$ cat src/rtl/tmr_pkg.sv
// Shared constants and types for the dual timer/counter.
// Assumes byte-wide registers and exactly two timers.
package tmr_pkg;
    localparam int BYTE_W = 8;
    localparam int ADDR_W = 3;
    localparam int N_TMR  = 2;
    localparam int CFG_W  = 4;

    typedef enum logic [1:0] {
        CM_13BIT   = 2'b00,
        CM_16BIT   = 2'b01,
        CM_RELOAD8 = 2'b10,
        CM_SPLIT   = 2'b11
    } cnt_mode_e;

    typedef struct packed {
        logic      gate;
        logic      ext_sel;
        cnt_mode_e mode;
    } tmr_cfg_t;

    localparam logic [ADDR_W-1:0] A_CFG  = 3'd0;
    localparam logic [ADDR_W-1:0] A_CTRL = 3'd1;
    localparam logic [ADDR_W-1:0] A_T0L  = 3'd2;
endpackage

$ cat src/rtl/tmr_tick_gen.sv
// Generates the internal count tick (one cycle in PRESCALE) and detects
// falling edges of the external event inputs, sampled at ticks.
// Assumes event inputs are asynchronous; a two-flop synchroniser is used.
module tmr_tick_gen #(
    parameter int PRESCALE = 12,
    parameter int N_EXT    = 2
) (
    input  logic             clk,
    input  logic             rst_n,
    input  logic [N_EXT-1:0] ext_in,
    output logic             tick,
    output logic [N_EXT-1:0] ext_fall
);
    localparam int PW = (PRESCALE > 1) ? $clog2(PRESCALE) : 1;

    logic [PW-1:0]    pre_q;
    logic [N_EXT-1:0] s1_q, s2_q, last_q;

    assign tick     = (pre_q == PW'(PRESCALE - 1));
    assign ext_fall = {N_EXT{tick}} & last_q & ~s2_q;

    // Free-running prescale counter.
    always_ff @(posedge clk) begin
        if (!rst_n)    pre_q <= '0;
        else if (tick) pre_q <= '0;
        else           pre_q <= pre_q + 1'b1;
    end

    // Synchronise event inputs and remember their level at each tick.
    always_ff @(posedge clk) begin
        if (!rst_n) begin
            s1_q   <= '0;
            s2_q   <= '0;
            last_q <= '0;
        end else begin
            s1_q <= ext_in;
            s2_q <= s1_q;
            if (tick) last_q <= s2_q;
        end
    end

    generate
        if (PRESCALE > 1) begin : g_gap

            tick_gap_chk: assert property (@(posedge clk) disable iff (!rst_n)
                tick |=> !tick);
        end
    endgenerate
endmodule

$ cat src/rtl/tmr_core.sv
// One timer/counter: holds a low and a high byte and applies one count
// step according to the selected mode. Software writes override counting.
// Assumes step/step_aux are single-cycle enables already qualified by run
// and gate. HAS_SPLIT enables the two-byte split arrangement.
module tmr_core
    import tmr_pkg::*;
#(
    parameter bit HAS_SPLIT = 1'b1
) (
    input  logic              clk,
    input  logic              rst_n,
    input  cnt_mode_e         mode,
    input  logic              step,
    input  logic              step_aux,
    input  logic              hold,
    input  logic              wr_lo,
    input  logic              wr_hi,
    input  logic [BYTE_W-1:0] wdata,
    output logic [BYTE_W-1:0] lo_q,
    output logic [BYTE_W-1:0] hi_q,
    output logic              ovf,
    output logic              ovf_aux
);
    localparam int PS_W = 5;
    localparam int W13  = BYTE_W + PS_W;
    localparam int W16  = 2 * BYTE_W;

    logic [BYTE_W-1:0] lo_n, hi_n;
    logic [W13:0]      sum13;
    logic [W16:0]      sum16;
    logic [BYTE_W:0]   sum_lo, sum_hi;

    assign sum13  = {1'b0, hi_q, lo_q[PS_W-1:0]} + 1'b1;
    assign sum16  = {1'b0, hi_q, lo_q} + 1'b1;
    assign sum_lo = {1'b0, lo_q} + 1'b1;
    assign sum_hi = {1'b0, hi_q} + 1'b1;

    // Next count and wrap pulses for the selected mode.
    always_comb begin
        lo_n    = lo_q;
        hi_n    = hi_q;
        ovf     = 1'b0;
        ovf_aux = 1'b0;
        if (!hold) begin
            unique case (mode)
                CM_13BIT: if (step) begin
                    lo_n[PS_W-1:0] = sum13[PS_W-1:0];
                    hi_n           = sum13[W13-1:PS_W];
                    ovf            = sum13[W13];
                end
                CM_16BIT: if (step) begin
                    {hi_n, lo_n} = sum16[W16-1:0];
                    ovf          = sum16[W16];
                end
                CM_RELOAD8: if (step) begin
                    lo_n = sum_lo[BYTE_W] ? hi_q : sum_lo[BYTE_W-1:0];
                    ovf  = sum_lo[BYTE_W];
                end
                CM_SPLIT: if (HAS_SPLIT) begin
                    if (step) begin
                        lo_n = sum_lo[BYTE_W-1:0];
                        ovf  = sum_lo[BYTE_W];
                    end
                    if (step_aux) begin
                        hi_n    = sum_hi[BYTE_W-1:0];
                        ovf_aux = sum_hi[BYTE_W];
                    end
                end
                default: ;
            endcase
        end
    end

    // Count registers; a software write takes priority over a step.
    always_ff @(posedge clk) begin
        if (!rst_n) begin
            lo_q <= '0;
            hi_q <= '0;
        end else begin
            lo_q <= wr_lo ? wdata : lo_n;
            hi_q <= wr_hi ? wdata : hi_n;
        end
    end


    idle_hold_chk: assert property (@(posedge clk) disable iff (!rst_n)
        ((hold || (!step && !step_aux)) && !wr_lo && !wr_hi)
        |=> ($stable(lo_q) && $stable(hi_q)));

    wrap16_chk: assert property (@(posedge clk) disable iff (!rst_n)
        (!hold && mode == CM_16BIT && step && {hi_q, lo_q} == '1 && !wr_lo && !wr_hi)
        |=> ({hi_q, lo_q} == '0));

    upper_keep_chk: assert property (@(posedge clk) disable iff (!rst_n)
        (mode == CM_13BIT && !wr_lo) |=> (lo_q[BYTE_W-1:PS_W] == $past(lo_q[BYTE_W-1:PS_W])));

    reload_chk: assert property (@(posedge clk) disable iff (!rst_n)
        (!hold && mode == CM_RELOAD8 && step && lo_q == '1 && !wr_lo && !wr_hi)
        |=> (lo_q == $past(hi_q) && $stable(hi_q)));
endmodule

$ cat src/rtl/dual_timer_unit.sv
// Two timer/counters with a shared configuration byte and control byte.
// Decodes register writes, qualifies each timer's step by run, gate and
// source, routes the split arrangement, and keeps the wrap flags.
// Assumes single-cycle register access with a combinational read port.
module dual_timer_unit
    import tmr_pkg::*;
#(
    parameter int PRESCALE = 12
) (
    input  logic              clk,
    input  logic              rst_n,
    input  logic              wr_en,
    input  logic [ADDR_W-1:0] wr_addr,
    input  logic [BYTE_W-1:0] wr_data,
    input  logic [ADDR_W-1:0] rd_addr,
    output logic [BYTE_W-1:0] rd_data,
    input  logic [N_TMR-1:0]  ev_in,
    input  logic [N_TMR-1:0]  gate_lvl
);
    localparam int RUN_B = 4;

    logic [BYTE_W-1:0] cfg_q;
    logic [N_TMR-1:0]  run_q, flag_q, flag_set, ovf_m, ovf_a, ext_fall;
    logic [BYTE_W-1:0] lo_v [N_TMR];
    logic [BYTE_W-1:0] hi_v [N_TMR];
    tmr_cfg_t          cfg  [N_TMR];
    logic              tick, ctrl_wr;

    assign ctrl_wr = wr_en && (wr_addr == A_CTRL);

    tmr_tick_gen #(.PRESCALE(PRESCALE), .N_EXT(N_TMR)) u_tick (
        .clk(clk), .rst_n(rst_n), .ext_in(ev_in),
        .tick(tick), .ext_fall(ext_fall)
    );

    generate
        for (genvar i = 0; i < N_TMR; i++) begin : g_tmr
            localparam logic [ADDR_W-1:0] A_LO = A_T0L + ADDR_W'(2 * i);
            logic en, evt, aux, hld;

            assign cfg[i] = tmr_cfg_t'(cfg_q[BYTE_W-1-CFG_W*i -: CFG_W]);
            assign en     = run_q[i] && (!cfg[i].gate || gate_lvl[i]);
            assign evt    = cfg[i].ext_sel ? ext_fall[i] : tick;
            if (i == 0) begin : g_first
                assign aux = tick && run_q[1];
                assign hld = 1'b0;
            end else begin : g_other
                assign aux = 1'b0;
                assign hld = (cfg[0].mode == CM_SPLIT) || (cfg[i].mode == CM_SPLIT);
            end

            tmr_core #(.HAS_SPLIT(i == 0)) u_core (
                .clk(clk), .rst_n(rst_n), .mode(cfg[i].mode),
                .step(en && evt), .step_aux(aux), .hold(hld),
                .wr_lo(wr_en && wr_addr == A_LO),
                .wr_hi(wr_en && wr_addr == A_LO + 1'b1),
                .wdata(wr_data), .lo_q(lo_v[i]), .hi_q(hi_v[i]),
                .ovf(ovf_m[i]), .ovf_aux(ovf_a[i])
            );
        end
    endgenerate

    // Timer 1's flag is also set by timer 0's high byte in split mode.
    assign flag_set = {ovf_m[1] | ovf_a[0], ovf_m[0]};

    // Configuration register.
    always_ff @(posedge clk) begin
        if (!rst_n)                          cfg_q <= '0;
        else if (wr_en && wr_addr == A_CFG)  cfg_q <= wr_data;
    end

    // Run bits and wrap flags; a hardware set wins over a software clear.
    always_ff @(posedge clk) begin
        if (!rst_n) begin
            run_q  <= '0;
            flag_q <= '0;
        end else begin
            for (int i = 0; i < N_TMR; i++) begin
                if (ctrl_wr) begin
                    run_q[i]  <= wr_data[RUN_B + 2*i];
                    flag_q[i] <= wr_data[RUN_B + 2*i + 1] | flag_set[i];
                end else begin
                    flag_q[i] <= flag_q[i] | flag_set[i];
                end
            end
        end
    end

    // Read multiplexer.
    always_comb begin
        unique case (rd_addr)
            3'd0:    rd_data = cfg_q;
            3'd1:    rd_data = {flag_q[1], run_q[1], flag_q[0], run_q[0], 4'b0000};
            3'd2:    rd_data = lo_v[0];
            3'd3:    rd_data = hi_v[0];
            3'd4:    rd_data = lo_v[1];
            3'd5:    rd_data = hi_v[1];
            default: rd_data = '0;
        endcase
    end


    flag_sticky_chk: assert property (@(posedge clk) disable iff (!rst_n)
        (flag_q[0] && !ctrl_wr) |=> flag_q[0]);

    flag_cause_chk: assert property (@(posedge clk) disable iff (!rst_n)
        (!flag_q[0] && !ctrl_wr && !ovf_m[0]) |=> !flag_q[0]);

    t1_hold_chk: assert property (@(posedge clk) disable iff (!rst_n)
        (cfg[0].mode == CM_SPLIT && !(wr_en && (wr_addr == 3'd4 || wr_addr == 3'd5)))
        |=> ($stable(lo_v[1]) && $stable(hi_v[1])));
endmodule

$ cat config.mk
export PLATFORM = sky130hd
export DESIGN_NAME = dual_timer_unit
export DESIGN_NICKNAME = d
export VERILOG_FILES = /design/src/rtl/tmr_pkg.sv /design/src/rtl/tmr_tick_gen.sv /design/src/rtl/tmr_core.sv /design/src/rtl/dual_timer_unit.sv
export SDC_FILE = /design/constraint.sdc
export NUM_CORES = 1
export LEC_CHECK = 0
export CAP_MARGIN = 5
export CELL_PAD_IN_SITES_DETAIL_PLACEMENT = 0
export CELL_PAD_IN_SITES_GLOBAL_PLACEMENT = 1
export CORE_MARGIN = 3
export CORE_UTILIZATION = 40
export DETAILED_ROUTE_END_ITERATION = 8
export PLACE_DENSITY = 0.82
export SLEW_MARGIN = 20
export SYNTH_ARGS = -nofsm -noshare
export SYNTH_HDL_FRONTEND = slang
export SYNTH_HIERARCHICAL = 1
export SYNTH_SLANG_ARGS = --single-unit
$ cat constraint.sdc
create_clock -name clk -period 2.9 [get_ports clk]
set_input_delay 0.29 -clock clk [delete_from_list [all_inputs] [get_ports clk]]
set_output_delay 0.29 -clock clk [all_outputs]
set_load 0.05 [all_outputs]
# Word level (Yosys, flattened, before mapping)
# Index checks and enable logic that the tools add are counted.
[word_totals] regBits=54 in_bits=21 output_inout_bits=8 wordCells=136
[op_classes] addsub=8 eq_ne=31 n_mux=42 bitwise=9 n_reduce_logical=33
[ops] op="2-to-1 mux 8 bit" count=18
[ops] op="case mux 8 bit (6 select lines)" count=1
[ops] op="adder 16 x 1 -> 17 bit (second input constant)" count=2
[ops] op="inequality test 3 x 1 -> 1 bit (second input constant)" count=11
[ops] op="adder 13 x 1 -> 14 bit (second input constant)" count=2
[ops] op="adder 8 x 1 -> 9 bit (second input constant)" count=3
[ops] op="case mux 8 bit (3 select lines)" count=1
[ops] op="case mux 5 bit (4 select lines)" count=1
[ops] op="AND reduction 4 bit" count=5
[ops] op="case mux 8 bit (2 select lines)" count=1
[ops] op="case mux 5 bit (3 select lines)" count=1
[ops] op="2-to-1 mux 1 bit" count=13
[ops] op="equality test 3 x 2 -> 1 bit (second input constant)" count=4
[ops] op="equality test 3 bit (second input constant)" count=4
[ops] op="nonzero test 4 bit" count=3
[ops] op="logical AND 1 bit" count=11
[ops] op="2-to-1 mux 5 bit" count=2
[ops] op="case mux 3 bit (3 select lines)" count=1
[ops] op="equality test 2 bit (second input constant)" count=4
[ops] op="equality test 3 x 1 -> 1 bit (second input constant)" count=2
[ops] op="logical NOT 3 bit" count=2
[ops] op="case mux 1 bit (3 select lines)" count=2
[ops] op="case mux 3 bit (2 select lines)" count=1
[ops] op="nonzero test 3 bit" count=2
[ops] op="other kinds (14)" count=26

# Logic depth before layout (Yosys ltp)
[depth] depth_word=11 ltp_mapped=11 mapped_depth_nobuf=10

# Modules after synthesis
# Netlist, hierarchy kept.
[modules_own_cells] mod="tmr_core (g_tmr[0].u_core)" instances=1 cells_per_inst=239 area_each_um2=1686.6 seq_area_each_um2=320.3
[modules_own_cells] mod="tmr_core (g_tmr[1].u_core)" instances=1 cells_per_inst=162 area_each_um2=1203.7 seq_area_each_um2=320.3
[modules_own_cells] mod="dual_timer_unit" instances=1 cells_per_inst=116 area_each_um2=968.4 seq_area_each_um2=240.2
[modules_own_cells] mod="tmr_tick_gen" instances=1 cells_per_inst=37 area_each_um2=376.6 seq_area_each_um2=200.2

# Worst setup path before layout
# OpenSTA, ideal clock, no wires.
[synth_timing] kind="flip-flop to flip-flop" start="register u_tick.pre_q[0]" end="register g_tmr[0].u_core.hi_q[7]" setup_time_ns=0.131 arrival_time_ns=2.254 t_required_ns=2.769 path_slack_ns=0.515 path_stages_with_launch=11 n_path_buf=1 synth_period_minus_slack_ns=2.385 cell_sequence="dfxtp_1 -> ha_1 -> nand3b_1 -> nor3b_1 -> inv_1 -> a221oi_1 -> o2111a_1 -> clkbuf_1 -> a21oi_1 -> a311oi_1 -> a31oi_1"
[synth_via] elab_chain_len=7 word_cells_on_any_way=10 cone_classes="eq/ne: 4; mux: 1; bitwise: 2; reduce/logical: 3"
[synth_lines] element="from (decl)" line="tmr_tick_gen.sv:16" source="logic [PW-1:0] pre_q;"
[synth_lines] element="from (signal assigned)" line="tmr_tick_gen.sv:26" source="else pre_q <= pre_q + 1'b1;"
[synth_lines] element="equality test 4 bit *" line="tmr_tick_gen.sv:19" source="assign tick = (pre_q == PW'(PRESCALE - 1));"
[synth_lines] element="bitwise AND 2 bit * (2 in a row)" line="tmr_tick_gen.sv:20" source="assign ext_fall = {N_EXT{tick}} & last_q & ~s2_q;"
[synth_lines] element="named net ext_fall[0]" line="dual_timer_unit.sv:23" source="logic [N_TMR-1:0] run_q, flag_q, flag_set, ovf_m, ovf_a, ext_fall;"
[synth_lines] element="2-to-1 mux 1 bit *" line="dual_timer_unit.sv:43" source="assign evt = cfg[i].ext_sel ? ext_fall[i] : tick;"
[synth_lines] element="logical AND 1 bit *" line="dual_timer_unit.sv:54" source=".step(en && evt), .step_aux(aux), .hold(hld),"
[synth_lines] element="inequality test 3 x 1 -> 1 bit (no line)"
[synth_lines] element="AND reduction 4 bit (no line) *"
[synth_lines] element="to (signal assigned)" line="tmr_core.sv:81" source="hi_q <= wr_hi ? wdata : hi_n;"
[synth_lines] element="to (decl)" line="tmr_core.sv:20" source="output logic [BYTE_W-1:0] hi_q,"
# The timed path passes the listed nets; every way through them passes the cells marked *.
# A chain may end at the register's enable or synchronous reset.

# Final worst setup path
# Ends and elaborated chain as after synthesis.

==> results.sh <==
export IMPL_dr_total_vias=4289
export IMPL_hold_viol_final=0
export IMPL_die_height_um=109
export IMPL_p_total_uw=1580
export IMPL_cts_clk_slew_worst_paths_ps=120
export IMPL_cts_sinks=54
export IMPL_crit_path_end_kind="flip-flop"
export IMPL_ctsResizeCount=0
export IMPL_syn_area_per_cell_um2=7.65
export IMPL_post_route_drc_count=0
export IMPL_timing_final_crit_share_pct=87.2
export IMPL_cts_setup_buffers=0
export IMPL_rrSetupSlack_ps=370
export IMPL_wirelength_um=13300
export IMPL_cp_arrival_ps=2740
export IMPL_slew_viol_final=0
export IMPL_n_fill_cell=1001
export IMPL_seqPwrFrac_pct=50.5
export IMPL_leakage_uw=0.00167
export IMPL_hold_class="primary input to flip-flop"
export IMPL_regArea_um2=1080
export IMPL_multi_input_comb_area_um2=2930
export IMPL_start_util_pct=42.2
export IMPL_grt_usage_pct=23.2
export IMPL_coreArea_um2=10000
export IMPL_cap_violations=0
export IMPL_finalClockSkew_ps=17.6
export IMPL_overflow=0
export IMPL_endpoint="g_tmr[0].u_core/hi_q[7]"
export IMPL_area_delta_synth_final_pct=12.6
export IMPL_cts_hold_buf=0
export IMPL_cts_tree="yes"
export IMPL_layout_drive_gt1_share_pct=10.6
export IMPL_first_pass_iters=5
export IMPL_r2r_start="u_tick/pre_q[0]"
export IMPL_yosys_warnings=6
export IMPL_diodes=0
export IMPL_grt_pass1_vias=3953
export IMPL_pwr_share_comb_pct=14.6
export IMPL_min_from="rst_n"
export IMPL_tightest_slew_ps=781
export IMPL_switching_power_uw=452
export IMPL_clkPwrFrac_pct=34.9
export IMPL_worstSetupPathType="flip-flop to flip-flop"
export IMPL_fmax_mhz=396
export IMPL_status="complete, no violations"
export IMPL_drt_iter0_drc=482
export IMPL_critical_path_required_ps=3110
export IMPL_dp_hpwl_um=9870
export IMPL_grt_max_degree=48
export IMPL_critical_path_startpoint="u_tick/pre_q[0]"
export IMPL_setup_violations=0
export IMPL_die_area_um2=11800
export IMPL_p_int_uw=1120
export IMPL_synth_area_um2=4220
export IMPL_numCtsBuffers=5
export IMPL_powerDensity_nw_per_um2=331
export IMPL_ant_nets=0
export IMPL_port_buffers=28
export IMPL_r2r_end="g_tmr[0].u_core/hi_q[7]"
export IMPL_finalSetupTns_ps=0
export IMPL_gp_congestion=0.921
export IMPL_final_nets=607
export IMPL_postSynthCellCount=552
export IMPL_detail_route_vias_per_cell=6.07
export IMPL_io_pins=29
export IMPL_cts_buffer_depth=2
export IMPL_clk_insertion_delay_late_ps=330
export IMPL_routedWlPerCell_um=18.9
export IMPL_rr_worst_depth=10
export IMPL_swShare_pct=28.7
export IMPL_cts_root_buf="clkbuf_8"
export IMPL_startpoint_type="flip-flop"
export IMPL_slew_headroom_pct=47.8
export IMPL_critPathMaxFanout=10
export IMPL_fin_crit_ps=2530
export IMPL_vdd_drop_max_mv=0.212
export IMPL_rows=36
export IMPL_grt_first_pass_wirelength_um=21600
export IMPL_rsz0062_at_grt="false"
export IMPL_antenna_found_initial=1
export IMPL_cts_max_level=2
export IMPL_dieWidth_um=109
## layer usage
metal	track usage [%]	up-vias	share of wire, %
met2	34.9	175	44
met3	4.14	17	7.6
li1	-	2066	-
met1	34.2	2029	47
met4	5.23	2	1.2
met5	0	-	0.052
## sequential cells by signal (all words and copies together), names as in the netlist
| register | count |
|---|---|
| u_tick/s2_q | 2 |
| u_tick/last_q | 2 |
| run_q | 2 |
| cfg | 8 |
| g_tmr.u_core/hi_q | 16 |
| g_tmr.u_core/lo_q | 16 |
| u_tick/s1_q | 2 |
| flag_q | 2 |
| u_tick/pre_q | 4 |
## worst max-delay path, stage by stage, from the launching register on
cell	delay (ps)
dfxtp_1	380
ha_1	200
nand3b_1	150
nor3b_1	240
inv_1	60
a221oi_1	270
buf_4	200
o2111a_1	430
a21oi_1	110
a311oi_1	250
a31oi_1	100
## through the flow
stage	hold WS, ps	util (%)	cells	cell area, um2	worst slack, ps
after floorplan	412	-	556	4240	515
after global placement	427	46.4	699	4640	491
after detailed placement	425	46.4	699	4640	390
after CTS	361	47.6	707	4760	368
after global routing	366	47.6	707	4760	76.5
final	362	47.6	707	4760	372
## area by class of cell
type | instances | share of cell area (%)
Clock buffer | 5 | 1.45
Clock inverter | 3 | 1.00
Inverter | 22 | 1.74
Multi-Input combinational cell | 449 | 61.6
Sequential cell | 54 | 22.7
Tap cell | 133 | 3.50
Timing Repair Buffer | 41 | 7.95
## placed cells by master, fill, tap and decap left out, types with 6 or more instances in the layout
master	n
xor2_1	11
o211ai_1	6
a211oi_1	7
mux2_2	8
nor3_1	12
a32o_1	6
buf_4	19
a21oi_1	39
and3_1	13
nand2_1	70
nor2b_1	11
and2_1	9
inv_1	22
o21ai_0	44
nor2_1	30
a31oi_1	8
dfxtp_1	54
mux2i_1	13
ha_1	13
nand2b_1	7
clkdlybuf4s50_1	19
xnor2_1	13
nand3_1	22
a21boi_0	8
## power by group through the flow
stage | Clock (uW) | Combinational, uW | Sequential [uW]
floorplan | 0 | 141 | 799
global placement | 0 | 224 | 812
detailed placement | 0 | 226 | 812
CTS | 560 | 227 | 795
global route | 592 | 250 | 800
finish | 549 | 230 | 796
## worst min-delay path by stage
stage / depth (start not counted) / endpoint / slack (ps)
floorplan: 1 / u_tick/s2_q[0] / 410
global placement: 1 / u_tick/s2_q[0] / 430
detailed placement: 1 / u_tick/s2_q[1] / 430
CTS: 3 / g_tmr[0].u_core/hi_q[2] / 360
global route: 2 / cfg[3] / 370
finish: 3 / g_tmr[0].u_core/hi_q[2] / 360
Power figures use the tool's default switching activity.
